### config.mk
export PLATFORM = sky130hd
export DESIGN_NAME = node_seq_ctrl
export DESIGN_NICKNAME = d
export VERILOG_FILES = /design/src/rtl/node_ctl_pkg.sv /design/src/rtl/node_mask_eval.sv /design/src/rtl/node_mode_reg.sv /design/src/rtl/node_local_fetch.sv /design/src/rtl/node_seq_ctrl.sv
export SDC_FILE = /design/constraint.sdc
export NUM_CORES = 1
export LEC_CHECK = 0
export BUFFER_PORTS_ARGS = -buffer_cell sky130_fd_sc_hd__buf_2
export CORE_MARGIN = 2
export CORE_UTILIZATION = 39
export DETAILED_ROUTE_END_ITERATION = 12
export PLACE_DENSITY = 0.75
export SLEW_MARGIN = 40
export SYNTH_ARGS = -nofsm -noshare
export SYNTH_HDL_FRONTEND = slang
export SYNTH_SLANG_ARGS = --single-unit
### constraint.sdc
create_clock -name clk -period 2.11 [get_ports clk]
set_input_delay 0 -clock clk [delete_from_list [all_inputs] [get_ports clk]]
set_output_delay 0 -clock clk [all_outputs]
set_load 0.1 [all_outputs]
### src/rtl/node_ctl_pkg.sv
package node_ctl_pkg;
  localparam int INSTR_W  = 32;
  localparam int OPC_LSB  = 26;
  localparam int OPC_W    = 6;
  localparam int ARG_LSB  = 8;
  localparam int MSEL_BIT = 7;

  localparam logic [OPC_W-1:0] OPC_JUMPI   = 6'h10;
  localparam logic [OPC_W-1:0] OPC_SETMASK = 6'h3D;
  localparam logic [OPC_W-1:0] OPC_CONFIG  = 6'h3E;

  typedef enum logic {
    MODE_SIMD = 1'b0,
    MODE_MIMD = 1'b1
  } node_mode_e;
endpackage

### src/rtl/node_mask_eval.sv
module node_mask_eval #(
  parameter int ID_W = 7
) (
  input  logic [ID_W-1:0] id_field,
  input  logic            sel_local,
  input  logic [ID_W-1:0] node_id,
  input  logic            lmask,
  output logic            hit
);
  localparam logic [ID_W-1:0] ID_ALL = '1;

  logic id_hit;

  always_comb begin
    id_hit = (id_field == node_id) || (id_field == ID_ALL);
    hit    = sel_local ? lmask : id_hit;
  end
endmodule

### src/rtl/node_mode_reg.sv
module node_mode_reg (
  input  logic clk,
  input  logic rst_n,
  input  logic cfg_we,
  input  logic cfg_val,
  input  logic msk_we,
  input  logic msk_val,
  output logic mode_q,
  output logic lmask_q
);
  import node_ctl_pkg::*;

  always_ff @(posedge clk) begin
    if (!rst_n) begin
      mode_q  <= MODE_SIMD;
      lmask_q <= 1'b1;
    end else begin
      if (cfg_we) mode_q  <= cfg_val;
      if (msk_we) lmask_q <= msk_val;
    end
  end


  mode_change_cause_chk: assert property (@(posedge clk) disable iff (!rst_n)
    !$stable(mode_q) |-> $past(cfg_we));


  mask_change_cause_chk: assert property (@(posedge clk) disable iff (!rst_n)
    !$stable(lmask_q) |-> $past(msk_we));
endmodule

### src/rtl/node_local_fetch.sv
module node_local_fetch #(
  parameter int PC_W = 11
) (
  input  logic            clk,
  input  logic            rst_n,
  input  logic            mode_q,
  input  logic            standby,
  input  logic            jump_req,
  input  logic [PC_W-1:0] jump_tgt,
  input  logic            mode_chg,
  output logic            lpm_rd_en,
  output logic [PC_W-1:0] lpm_addr,
  output logic            pend_q
);
  logic [PC_W-1:0] lpc_q;
  logic [PC_W-1:0] pend_addr_q;
  logic            fetch_now;

  always_comb begin
    fetch_now = mode_q && !standby;
    lpm_rd_en = fetch_now;
    lpm_addr  = lpc_q;
  end

  always_ff @(posedge clk) begin
    if (!rst_n) begin
      lpc_q       <= '0;
      pend_addr_q <= '0;
      pend_q      <= 1'b0;
    end else if (standby) begin
      if (pend_q) lpc_q <= pend_addr_q;
      pend_q <= 1'b0;
    end else if (jump_req) begin
      lpc_q  <= jump_tgt;
      pend_q <= 1'b0;
    end else if (fetch_now) begin
      lpc_q       <= lpc_q + 1'b1;
      pend_addr_q <= lpc_q;
      pend_q      <= !mode_chg;
    end else begin
      pend_q <= 1'b0;
    end
  end


  no_pend_in_simd_chk: assert property (@(posedge clk) disable iff (!rst_n)
    pend_q |-> mode_q);


  standby_drops_pend_chk: assert property (@(posedge clk) disable iff (!rst_n)
    standby |=> !pend_q);


  jump_drops_pend_chk: assert property (@(posedge clk) disable iff (!rst_n)
    jump_req |=> !pend_q);
endmodule

### src/rtl/node_seq_ctrl.sv
module node_seq_ctrl #(
  parameter int ID_W = 7,
  parameter int PC_W = 11
) (
  input  logic        clk,
  input  logic        rst_n,
  input  logic [ID_W-1:0] node_id,
  input  logic        standby,
  input  logic        bcast_valid,
  output logic        bcast_ready,
  input  logic [31:0] bcast_instr,
  output logic        lpm_rd_en,
  output logic [PC_W-1:0] lpm_addr,
  input  logic [31:0] lpm_rdata,
  output logic        issue_valid,
  output logic [31:0] issue_instr,
  output logic        issue_exec,
  output logic        mimd_mode
);
  import node_ctl_pkg::*;

  logic             mode_q, lmask_q, pend_q;
  logic             simd, simd_fire, mimd_issue, mask_hit, exec_now;
  logic [OPC_W-1:0] opc;
  logic             jump_req, cfg_we, cfg_val, msk_we, msk_val, mode_chg;
  logic [PC_W-1:0]  jump_tgt;

  node_mask_eval #(.ID_W(ID_W)) u_mask (
    .id_field  (bcast_instr[ID_W-1:0]),
    .sel_local (bcast_instr[MSEL_BIT]),
    .node_id   (node_id),
    .lmask     (lmask_q),
    .hit       (mask_hit)
  );

  always_comb begin
    simd        = (mode_q == MODE_SIMD);
    bcast_ready = simd && !standby;
    simd_fire   = bcast_valid && bcast_ready;
    mimd_issue  = !simd && !standby && pend_q;
    issue_valid = simd_fire || mimd_issue;
    issue_instr = simd ? bcast_instr : lpm_rdata;
    issue_exec  = issue_valid && (simd ? mask_hit : 1'b1);
    exec_now    = issue_valid && issue_exec;
    opc         = issue_instr[OPC_LSB +: OPC_W];
    jump_req    = exec_now && (opc == OPC_JUMPI);
    jump_tgt    = issue_instr[ARG_LSB +: PC_W];
    cfg_we      = exec_now && (opc == OPC_CONFIG);
    cfg_val     = issue_instr[ARG_LSB];
    msk_we      = exec_now && (opc == OPC_SETMASK);
    msk_val     = issue_instr[ARG_LSB];
    mode_chg    = cfg_we && (cfg_val != mode_q);
    mimd_mode   = mode_q;
  end

  node_mode_reg u_mode (
    .clk     (clk),
    .rst_n   (rst_n),
    .cfg_we  (cfg_we),
    .cfg_val (cfg_val),
    .msk_we  (msk_we),
    .msk_val (msk_val),
    .mode_q  (mode_q),
    .lmask_q (lmask_q)
  );

  node_local_fetch #(.PC_W(PC_W)) u_fetch (
    .clk       (clk),
    .rst_n     (rst_n),
    .mode_q    (mode_q),
    .standby   (standby),
    .jump_req  (jump_req),
    .jump_tgt  (jump_tgt),
    .mode_chg  (mode_chg),
    .lpm_rd_en (lpm_rd_en),
    .lpm_addr  (lpm_addr),
    .pend_q    (pend_q)
  );


  mimd_always_exec_chk: assert property (@(posedge clk) disable iff (!rst_n)
    (issue_valid && mimd_mode) |-> issue_exec);


  standby_quiet_chk: assert property (@(posedge clk) disable iff (!rst_n)
    standby |-> (!issue_valid && !lpm_rd_en && !bcast_ready));


  all_ids_exec_chk: assert property (@(posedge clk) disable iff (!rst_n)
    (issue_valid && !mimd_mode && !bcast_instr[MSEL_BIT] &&
     (bcast_instr[ID_W-1:0] == {ID_W{1'b1}})) |-> issue_exec);


  fetch_not_in_simd_chk: assert property (@(posedge clk) disable iff (!rst_n)
    bcast_ready |-> !lpm_rd_en);
endmodule

==> impl_metrics.env <==
export IMPL_syn_inst=222
export IMPL_areaGrowthSynthToFinish_pct=47.8
export IMPL_cts_buffer_depth=2
export IMPL_fin_ws_ns=0.0270
export IMPL_critPathRequiredTime_ns=2.28
export IMPL_cts_sinks=25
export IMPL_synth_fa_ha_area_share_pct=0.642
export IMPL_viasPerCell=5.41
export IMPL_synth_avg_cell_area_um2=8.78
export IMPL_worst_path_max_fanout=11
export IMPL_worstSetupStartpointType="flip-flop"
export IMPL_worstSetupPathType="reg2reg"
export IMPL_drv_slew=0
export IMPL_clock_fmax_mhz=480
export IMPL_die_w_um=74.7
export IMPL_dp_slack_ns=-0.00155
export IMPL_yosysSeqAreaShare_pct=25.7
export IMPL_drt_wirelength_per_cell_um=15.2
export IMPL_fin_crit_sh_pct=98.7
export IMPL_htreeDepth=1
export IMPL_ir_drop_mv=0.254
export IMPL_p_leak_uw=0.00134
export IMPL_cts_tree="yes"
export IMPL_clk_pin_slew_ns=0.09
export IMPL_synth_compound_area_share_pct=16.1
export IMPL_syn_nets=298
export IMPL_fp_coreArea_um2=4750
export IMPL_die_y_um=74.7
export IMPL_numPortBuffers=122
export IMPL_dpl_cell_area_um2=2750
export IMPL_hold_buffers=0
export IMPL_clock_latency_ns=0.27
export IMPL_grt_max_degree=28
export IMPL_ys_ff_latch=25
export IMPL_grt_pass1_vias=2082
export IMPL_setup_viol=0
export IMPL_final_nets=427
export IMPL_powerDensity_nw_per_um2=443
export IMPL_slowest_stage="dfxtp_4"
export IMPL_yosys_warnings=0
export IMPL_grt_total_usage_pct=21.4
export IMPL_yosysTopAreaCell="dfxtp_1"
export IMPL_maxCapViolCount=0
export IMPL_synth_top_family_by_area="multiplexers"
export IMPL_totalNegativeSetupSlack_ns=0
export IMPL_n_antenna_cell=0
export IMPL_tightest_slew_ns=0.504
export IMPL_synth_top_area_share_pct=25.7
export IMPL_grt_pass1_wl_mm=9.34
export IMPL_yosysMostFrequentCell="mux2_2"
export IMPL_clockRootBuffer="clkbuf_8"
export IMPL_hold_viol=0
export IMPL_drc=0
export IMPL_grt_ovfl_total=0
export IMPL_rsz0062_at_grt="yes"
export IMPL_relSlewSlack_pct=66.6
export IMPL_synth_top_cells_by_count="mux2_2 (26), dfxtp_1 (25), mux2i_1 (19), o21ai_0 (19), nor2b_1 (12)"
export IMPL_muxShareOfSynthArea_pct=24.8
export IMPL_yosys_most_used_dff="dfxtp_1"
export IMPL_crit_path_end_kind="flip-flop"
export IMPL_place_congestion=0.827
export IMPL_synth_area_leaders="dfxtp_1 (26%), mux2_2 (15%), mux2i_1 (9.8%)"
export IMPL_drt_iter0_drc=75
export IMPL_arrival_ns=2.26
export IMPL_netlist_area_um2=1950
export IMPL_start_util_pct=41.0
export IMPL_crit_top_cell="mux2i_1"
export IMPL_crit_path_max_incr_delay_ns=0.46
export IMPL_outcome="finished, final reports clean"
export IMPL_synthSimpleGateAreaFrac_pct=20.6
export IMPL_cts_buffers=3
export IMPL_postSynth_asyncResetShare_pct=0
export IMPL_dp_hpwl_mm=4.76
export IMPL_whs_ns=0.0279
export IMPL_io_pins=123
export IMPL_cp_cell_sequence="mux2i_1 -> nand4_1 -> nor4b_4 -> nand3b_2 -> buf_12 -> mux2i_1 -> nor2b_1"
export IMPL_drive_above_1_share_pct=54.0
export IMPL_die_area_um2=5580
export IMPL_firstDrtPassIters=4
export IMPL_min_period_ns=2.08
export IMPL_final_cell_area_um2=2880
export IMPL_synth_edff_count=0
export IMPL_routed_wl_mm=6.34
export IMPL_row_count=25
export IMPL_vias=2256
export IMPL_min_path_type="in2reg"
export IMPL_antenna_found_initial=0
export IMPL_final_antenna_net_count=0
export IMPL_fin_skew_ns=0.00279
export IMPL_synth_xor_area_share_pct=6.74
export IMPL_ys_types=42
==> registers in the layout, indices dropped and copies added (netlist names) <==
| register | count |
|---|---|
| u_mode.lmask_q | 1 |
| u_mode.mode_q | 1 |
| u_fetch.pend_addr_q | 11 |
| u_fetch.pend_q | 1 |
| u_fetch.lpm_addr | 11 |
==> cell usage in the layout, fill, tap and decap left out, drive strengths merged, types with 5 or more instances in the layout <==
cell type,n
o21ai,19
xnor2,8
nor2,5
xor2,7
a31oi,7
mux2,26
mux2i,19
nand2,9
nor2b,12
o211ai,7
buf,138
dfxtp,25
inv,5
nand3,9
nand4,10
==> worst max-delay path, delay by kind of cell (launching register included) <==
family,cells,cell delay [ns]
flip-flops,1,0.46
buffers and inverters,1,0.17
multiplexers,2,0.47
AND/OR/NAND/NOR,4,0.89
==> stage by stage <==
stage	util, %	power, µW	std cells
after global routing	60.6	1320	417
after detailed placement	57.9	988	409
after global placement	57.9	985	409
after floorplan	-	855	222
final	60.6	1280	417
after CTS	58.8	1280	413
==> path summary, 6_finish.rpt <==
path | start | end | slack, ns | cells after the start
setup / recovery | u_mode.mode_q | u_fetch.pend_addr_q[7] | 0.03 | 7
hold reg to reg | u_mode.lmask_q | u_mode.lmask_q | 0.51 | 2
setup reg to reg | u_mode.mode_q | u_fetch.pend_addr_q[7] | 0.03 | 7
hold / removal | lpm_rdata[8] | u_fetch.pend_q | 0.03 | 2
==> area by class of cell <==
type	instances	area (µm²)
fill	447	1880
multi-input combinational	175	1410
timing repair buffer	139	796
sequential	25	510
tap	67	83.8
clock buffer	3	41.3
inverter	7	30.0
clock inverter	1	5.00
==> cell families (layout without fill, tap and decap cells) <==
family | count (synthesis) | count (layout)
simple gates | 65 | 65
buf+inv | 22 | 150
compound gates | 49 | 49
fa+ha+maj | 1 | 1
flops | 25 | 25
mux | 45 | 45
xor+xnor | 15 | 15
==> what timing repair did <==
item                                    in CTS  in global routing
gates resized for setup                      0                  7
endpoints found under the setup margin       2                 22
pin swaps                                    1                  3
setup buffers                                0                  3
cloned                                       0                  1
==> metal layers <==
layer / vias to the layer above / part of all wire (%) / GRT usage (%) / routed length [µm]
met5: - / 0 / 0 / 0
met4: 0 / 0.76 / 6.55 / 48
met3: 5 / 8.6 / 3.88 / 543
met2: 101 / 50 / 38.3 / 3150
met1: 1061 / 41 / 25.9 / 2590
li1: 1089 / - / - / -
==> where the power goes <==
| group | switching [µW] | total (µW) | internal (µW) |
|---|---|---|---|
| Combinational | 374 | 507 | 134 |
| Sequential | 2.42 | 474 | 472 |
| Clock | 161 | 294 | 133 |
| Total | 537 | 1280 | 738 |
(Power assumes the default switching activity.)
